**src/rtl/hsafe_pkg.sv**
```systemverilog
`timescale 1ns/1ps
package hsafe_pkg;
  typedef enum logic [1:0] {
    PWR_SLEEP  = 2'b00,
    PWR_STBY_A = 2'b01,
    PWR_STBY_B = 2'b10,
    PWR_ACTIVE = 2'b11
  } pwr_e;

  typedef enum logic [1:0] {
    GRP_ONE  = 2'b00,
    GRP_ODD  = 2'b01,
    GRP_EVEN = 2'b10,
    GRP_ALL  = 2'b11
  } grp_e;
endpackage

```
**src/rtl/hs_head_decode.sv**
```systemverilog
`timescale 1ns/1ps
module hs_head_decode
  import hsafe_pkg::*;
#(
  parameter int N_HEADS = 10,
  parameter int CODE_W  = 4
) (
  input  logic [CODE_W-1:0]  code,
  input  logic [1:0]         grp,
  input  logic               rd_mode,
  input  logic               active,
  output logic [N_HEADS-1:0] en,
  output logic               invalid
);
  // codes at or above the head count are out of range
  assign invalid = (code >= CODE_W'(N_HEADS));

  for (genvar i = 0; i < N_HEADS; i++) begin : g_head
    localparam bit IS_ODD = (i % 2) == 1;
    logic hit;
    // read falls back to head 0 on an invalid code; write selects nothing
    if (i == 0) begin : g_zero
      assign hit = (code == CODE_W'(i)) || (rd_mode && invalid);
    end else begin : g_rest
      assign hit = (code == CODE_W'(i));
    end
    always_comb begin
      unique case (grp_e'(grp))
        GRP_ALL:  en[i] = active;
        GRP_ODD:  en[i] = active && IS_ODD;
        GRP_EVEN: en[i] = active && !IS_ODD;
        default:  en[i] = active && hit;
      endcase
    end
  end
endmodule

```
**src/rtl/hs_retrig_timer.sv**
```systemverilog
`timescale 1ns/1ps
module hs_retrig_timer #(
  parameter int LEN = 150
) (
  input  logic clk,
  input  logic rst_n,
  input  logic trig,
  output logic busy
);
  localparam int W = $clog2(LEN + 1);
  logic [W-1:0] cnt;

  always_ff @(posedge clk or negedge rst_n) begin
    if (!rst_n)          cnt <= '0;
    else if (trig)       cnt <= W'(LEN);
    else if (cnt != '0)  cnt <= cnt - 1'b1;
  end

  assign busy = trig || (cnt != '0);


  timer_range_chk: assert property (@(posedge clk) disable iff (!rst_n)
    cnt <= W'(LEN));

  timer_reload_chk: assert property (@(posedge clk) disable iff (!rst_n)
    trig |=> (cnt == W'(LEN)));
endmodule

```
**src/rtl/head_safety.sv**
```systemverilog
`timescale 1ns/1ps
module head_safety
  import hsafe_pkg::*;
#(
  parameter int N_HEADS   = 10,
  parameter int CLK_MHZ   = 200,
  parameter int HOLD_NS   = 750,
  parameter int BLANK_CYC = 32
) (
  input  logic               clk,
  input  logic               rst_n,
  input  logic               rw_n,
  input  logic [1:0]         pwr_mode,
  input  logic [3:0]         head_code,
  input  logic [1:0]         servo_grp,
  input  logic [2:0]         test_sel,
  input  logic               cfg_mask,
  input  logic               cfg_inh_off,
  input  logic               flt_low_supply,
  input  logic               flt_ref_pin,
  input  logic               flt_wr_head,
  input  logic               flt_wd_slow,
  input  logic               flt_asperity,
  output logic [N_HEADS-1:0] head_en,
  output logic               unsafe_pull,
  output logic               wr_inhibit
);
  localparam int HOLD_CYC = (CLK_MHZ * HOLD_NS) / 1000;

  logic active, servo_on, test_on, normal;
  logic rw_q, wr_fall, blank_on;
  logic invalid, rd_fault, wr_fault, raw_fault, held;
  logic pull_d;

  assign active   = (pwr_e'(pwr_mode) == PWR_ACTIVE);
  assign servo_on = active && (grp_e'(servo_grp) != GRP_ONE);
  assign test_on  = active && !servo_on && (test_sel != 3'b000);
  assign normal   = active && !servo_on && !test_on;

  hs_head_decode #(.N_HEADS(N_HEADS), .CODE_W(4)) u_dec (
    .code    (head_code),
    .grp     (servo_grp),
    .rd_mode (rw_n),
    .active  (active),
    .en      (head_en),
    .invalid (invalid)
  );

  always_ff @(posedge clk or negedge rst_n) begin
    if (!rst_n) rw_q <= 1'b1;
    else        rw_q <= rw_n;
  end
  assign wr_fall = rw_q && !rw_n;

  hs_retrig_timer #(.LEN(BLANK_CYC)) u_blank (
    .clk (clk), .rst_n (rst_n), .trig (wr_fall), .busy (blank_on)
  );

  assign rd_fault  = invalid || flt_low_supply || flt_ref_pin;
  assign wr_fault  = rd_fault || flt_wr_head || flt_wd_slow;
  assign raw_fault = normal && (rw_n ? rd_fault : (wr_fault && !blank_on));

  hs_retrig_timer #(.LEN(HOLD_CYC)) u_hold (
    .clk (clk), .rst_n (rst_n), .trig (raw_fault), .busy (held)
  );

  always_comb begin
    pull_d = 1'b0;
    if (!active)        pull_d = 1'b0;
    else if (servo_on)  pull_d = 1'b1;
    else if (test_on)   pull_d = test_sel[2] && flt_asperity;
    else if (!rw_n) begin
      if (blank_on || cfg_mask) pull_d = 1'b1;
      else                      pull_d = !held;
    end else begin
      pull_d = !cfg_mask && held;
    end
  end

  always_ff @(posedge clk or negedge rst_n) begin
    if (!rst_n) begin
      unsafe_pull <= 1'b0;
      wr_inhibit  <= 1'b0;
    end else begin
      unsafe_pull <= pull_d;
      wr_inhibit  <= flt_low_supply && !cfg_inh_off;
    end
  end


  en_onehot_chk: assert property (@(posedge clk) disable iff (!rst_n)
    (active && servo_grp == 2'b00) |-> $onehot0(head_en));

  idle_release_chk: assert property (@(posedge clk) disable iff (!rst_n)
    !active |=> !unsafe_pull);

  servo_low_chk: assert property (@(posedge clk) disable iff (!rst_n)
    servo_on |=> unsafe_pull);

  wr_blank_low_chk: assert property (@(posedge clk) disable iff (!rst_n)
    (normal && wr_fall) |=> unsafe_pull);

  rd_mask_chk: assert property (@(posedge clk) disable iff (!rst_n)
    (normal && rw_n && cfg_mask) |=> !unsafe_pull);

  rd_fault_chk: assert property (@(posedge clk) disable iff (!rst_n)
    (normal && rw_n && !cfg_mask && rd_fault) |=> unsafe_pull);

  inhibit_chk: assert property (@(posedge clk) disable iff (!rst_n)
    (flt_low_supply && !cfg_inh_off) |=> wr_inhibit);
endmodule

```
**config.mk**
```make
export PLATFORM = sky130hd
export DESIGN_NAME = head_safety
export DESIGN_NICKNAME = d
export VERILOG_FILES = /design/src/rtl/hsafe_pkg.sv /design/src/rtl/hs_head_decode.sv /design/src/rtl/hs_retrig_timer.sv /design/src/rtl/head_safety.sv
export SDC_FILE = /design/constraint.sdc
export NUM_CORES = 1
export LEC_CHECK = 0
export BUFFER_PORTS_ARGS = -buffer_cell sky130_fd_sc_hd__buf_2
export CORE_UTILIZATION = 53
export DETAILED_ROUTE_END_ITERATION = 8
export PLACE_DENSITY = 0.81
export SYNTH_ARGS = -nofsm -noshare
export SYNTH_HDL_FRONTEND = slang
export SYNTH_HIERARCHICAL = 1
export SYNTH_SLANG_ARGS = --single-unit
```
**constraint.sdc**
```tcl
create_clock -name clk -period 4.9 [get_ports clk]
set_clock_uncertainty 0.15 [all_clocks]
set_input_delay 0.98 -clock clk [delete_from_list [all_inputs] [get_ports clk]]
set_output_delay 0.98 -clock clk [all_outputs]
set_load 0.01 [all_outputs]
```
==> impl_metrics.prom <==
# TYPE chip_impl_metric gauge
chip_impl_info{name="netlist.top_cell.by_area",value="dfrtp_1"} 1
chip_impl_metric{name="clockPowerShare",unit="%"} 11.4
chip_impl_info{name="hold_path.startpoint",value="u_blank/cnt[5]"} 1
chip_impl_metric{name="fin_nets",unit=""} 193
chip_impl_metric{name="post_drt_via_cell_ratio",unit=""} 5.77
chip_impl_metric{name="post-route-min-period",unit="ps"} 3170
chip_impl_metric{name="remaining_drc_errors",unit=""} 0
chip_impl_info{name="critical_path.startpoint_type",value="input pin"} 1
chip_impl_metric{name="portBuffers",unit=""} 32
chip_impl_metric{name="finalCritPeriodShare",unit="%"} 64.6
chip_impl_metric{name="cts_buffer_depth",unit=""} 2
chip_impl_metric{name="power_switching_share",unit="%"} 41.5
chip_impl_metric{name="grt_start_max_net_pins",unit=""} 18
chip_impl_metric{name="htree_depth",unit=""} 1
chip_impl_metric{name="pwr_density_cell",unit="nW/µm²"} 447
chip_impl_metric{name="worst_slew_margin_rel",unit="%"} 70.2
chip_impl_metric{name="die-area",unit="µm²"} 2460
chip_impl_metric{name="number_of_antenna_violations_at_the_first_check_in_global_routing",unit=""} 0
chip_impl_metric{name="report.final.hold_viol_count",unit=""} 0
chip_impl_metric{name="fp.coreArea",unit="µm²"} 2040
chip_impl_metric{name="worst_ep_arrival_time",unit="ps"} 2040
chip_impl_metric{name="wire_per_inst",unit="µm"} 13.2
chip_impl_metric{name="postCtsSetupRepairBufs",unit=""} 0
chip_impl_info{name="yosys.cell_count.top_type",value="dfrtp_1"} 1
chip_impl_info{name="ys.flop_type",value="dfrtp_1"} 1
chip_impl_metric{name="synth.lib_cells_used.distinct",unit=""} 47
chip_impl_metric{name="multiInputGateArea",unit="µm²"} 707
chip_impl_metric{name="tritoncts.num_buffers",unit=""} 3
chip_impl_metric{name="timing.setup.tns",unit="ps"} 0
chip_impl_metric{name="via_count_of_the_first_global_routing_pass",unit=""} 1084
chip_impl_info{name="outcome",value="complete, no violations"} 1
chip_impl_info{name="synth_commonest_cells",value="16 x dfrtp_1, 9 x inv_1, 9 x nor2_1, 9 x nor2b_1"} 1
chip_impl_info{name="synth.top_cells.by_area",value="dfrtp_1 33%, nor2b_1 4.7%, ha_1 4.2%"} 1
chip_impl_metric{name="overflow",unit=""} 0
chip_impl_metric{name="post_cts_resized",unit=""} 0
chip_impl_info{name="root_buffer",value="clkbuf_4"} 1
chip_impl_metric{name="final_power",unit="µW"} 622
chip_impl_info{name="rsz0062_at_grt",value="no"} 1
chip_impl_metric{name="clkSinkCount",unit=""} 17
chip_impl_info{name="hold_class",value="reg -> reg"} 1
chip_impl_metric{name="holdPathStages",unit=""} 1
chip_impl_metric{name="track_usage",unit="%"} 23.4
chip_impl_metric{name="gp_congestion",unit=""} 0.925
chip_impl_metric{name="detailed_place_hpwl",unit="µm"} 2000
chip_impl_metric{name="syn_inst",unit=""} 136
chip_impl_metric{name="worst_hold_slack_across_all_endpoints",unit="ps"} 386
chip_impl_metric{name="synth-seq-cells",unit=""} 17
chip_impl_metric{name="floorplan.io_pins",unit=""} 33
chip_impl_metric{name="required",unit="ps"} 3770
chip_impl_metric{name="reg2regPathDepth",unit=""} 11
chip_impl_metric{name="synth_edf_count",unit=""} 0
chip_impl_metric{name="n_antenna_cell",unit=""} 0
chip_impl_metric{name="clk_transition_reported_paths",unit="ps"} 90
chip_impl_metric{name="regToRegSetupSlack",unit="ps"} 2060
chip_impl_metric{name="syn_area",unit="µm²"} 1200
chip_impl_metric{name="regArea",unit="µm²"} 427
chip_impl_metric{name="drt-pass1-iter-count",unit=""} 4
chip_impl_metric{name="postSynthAreaPerCell",unit="µm²"} 8.82
chip_impl_metric{name="ant_nets",unit=""} 0
chip_impl_metric{name="worstPathMaxFanout",unit=""} 6
chip_impl_metric{name="die_h",unit="µm"} 49.6
chip_impl_metric{name="drive_gt1_share",unit="%"} 28.1
chip_impl_metric{name="dpl_cell_area",unit="µm²"} 1370
chip_impl_metric{name="sequentialPowerShare",unit="%"} 43.0
chip_impl_metric{name="synthDominantCellAreaShare",unit="%"} 33.4
chip_impl_metric{name="internal_power",unit="µW"} 364
chip_impl_metric{name="finalMaxSlewViolations",unit=""} 0
chip_impl_metric{name="ys_warn_count",unit=""} 6
chip_impl_info{name="critical_path.reg2reg.endpoint",value="unsafe_pull"} 1
chip_impl_metric{name="ir_drop",unit="µV"} 366
chip_impl_metric{name="critPathMaxStageDelay",unit="ps"} 530
chip_impl_metric{name="power_leakage",unit="µW"} 0.000614
chip_impl_metric{name="syn_nets",unit=""} 161
chip_impl_metric{name="flow.area_growth_from_synthesis",unit="%"} 16.0
chip_impl_info{name="critical_path.cell_chain",value="buf_2 > or4_1 > a21oi_1 > o21a_1 > buf_2"} 1
chip_impl_metric{name="combinational_power_share",unit="%"} 45.6
chip_impl_info{name="timing.hold.worst_endpoint",value="u_blank/cnt[5]"} 1
chip_impl_metric{name="floorplan.initialDensity",unit="%"} 58.8
chip_impl_metric{name="proportion_of_synthesized_flip_flops_having_asynchronous_set_or_reset",unit="%"} 100
chip_impl_metric{name="drv_cap",unit=""} 0
chip_impl_info{name="setup.worst_path.end_class",value="output port"} 1
chip_impl_metric{name="post_layout_nonfiller_instances",unit=""} 194
chip_impl_metric{name="cts_hold_repair.buffers",unit=""} 0
chip_impl_metric{name="grt_first_pass_wirelength",unit="µm"} 4420
chip_impl_metric{name="netSwitchingPower",unit="µW"} 258
chip_impl_metric{name="worst-slew-pin-transition",unit="ps"} 443
chip_impl_metric{name="sequential_share_of_the_synthesized_area",unit="%"} 35.6
chip_impl_metric{name="totalWireLength",unit="µm"} 2560
chip_impl_info{name="reg2reg_from",value="u_blank/cnt[1]"} 1
chip_impl_info{name="classification_of_the_worst_setup_path",value="in -> out"} 1
chip_impl_metric{name="drt-initial-drc-count",unit=""} 27
chip_impl_metric{name="via_count",unit=""} 1120
chip_impl_info{name="crit_path_top_delay_cell",value="or4_1"} 1
chip_impl_metric{name="fmax",unit="MHz"} 316
chip_impl_info{name="critical-path-top-cell-by-count",value="buf_2"} 1
chip_impl_metric{name="placementRows",unit=""} 16
chip_impl_info{name="cts_tree",value="built"} 1
chip_impl_metric{name="finalSetupViolCount",unit=""} 0
chip_impl_metric{name="design_area",unit="µm²"} 1390
chip_impl_metric{name="die_x",unit="µm"} 49.6
chip_impl_metric{name="insertion_delay",unit="ps"} 280
chip_impl_metric{name="dp.cells",unit=""} 190
chip_impl_metric{name="fillerInstances",unit=""} 188
## layout make-up
class | instances | share of cell area [%]
inverter | 10 | 2.70
timing repair buffer | 32 | 11.5
tap | 27 | 2.43
sequential | 17 | 30.7
clock buffer | 4 | 1.89
multi-input combinational | 104 | 50.8
## worst max-delay path by stage
| stage | start | endpoint | cells after the start |
|---|---|---|---|
| 2_1_floorplan | rw_n | unsafe_pull | 9 |
| 3_3_place_gp | head_code[3] | head_en[0] | 5 |
| 3_5_place_dp | head_code[3] | head_en[0] | 5 |
| 4_1_cts | head_code[3] | head_en[0] | 5 |
| 5_1_grt | servo_grp[0] | head_en[3] | 5 |
| 6_report | head_code[3] | head_en[0] | 5 |
## cells in the final DEF, fill, tap and decap left out, types with 6 or more instances in the layout
master and instances:
buf_2 32, dfrtp_1 16, inv_1 9, nor2_1 9, nor2b_1 9, o21ai_0 8
a21oi_1 8, nand2b_1 7, nand2_1 6
## routing by layer
metal	vias to the layer above	part of all wire (%)	global-route usage, %
li1	559	-	-
met1	522	44	28.6
met2	37	50	39.4
met3	2	5.9	5.56
met4	0	0.39	9.52
met5	-	0	0
## registers in the layout, indices dropped and copies added, names as in the netlist
| register | flops |
|---|---|
| unsafe_pull | 1 |
| rw_q | 1 |
| wr_inhibit | 1 |
| u_hold/cnt | 8 |
| u_blank/cnt | 6 |
## metrics by stage
step	utilization, %	worst slack [ps]
6_report	68.1	1730
5_1_grt	68.1	1680
4_1_cts	68.1	1740
3_5_place_dp	66.9	1750
3_3_place_gp	66.9	1800
2_1_floorplan	-	1950
## cells by family (layout without fill, tap and decap cells)
logic type                 count (synthesis)  after routing  share of synthesized area, %
AOI/OAI and AO/OA                         38             38                          21.1
adders and majority gates                  4              4                          4.17
muxes                                      2              2                          1.77
DFF                                       17             17                          35.6
xor gates and xnor gates                   1              1                         0.730
and+or+nand+nor                           59             59                          31.2
buffers and inverters                     15             46                          5.53
## critical path: cells and delay by family
kind / cells / cell delay [ps]
AND/OR/NAND/NOR: 1 / 530
AO/OA/AOI/OAI: 2 / 280
buffers and inverters: 2 / 240
## power by group through the flow
stage / clock (µW) / sequential [µW] / combinational [µW]
2_1_floorplan: 0 / 246 / 239
3_3_place_gp: 0 / 264 / 269
3_5_place_dp: 0 / 268 / 281
4_1_cts: 75.4 / 266 / 283
5_1_grt: 81.7 / 276 / 321
6_report: 71.0 / 268 / 284
No activity file was read; power rests on OpenSTA's default activity.
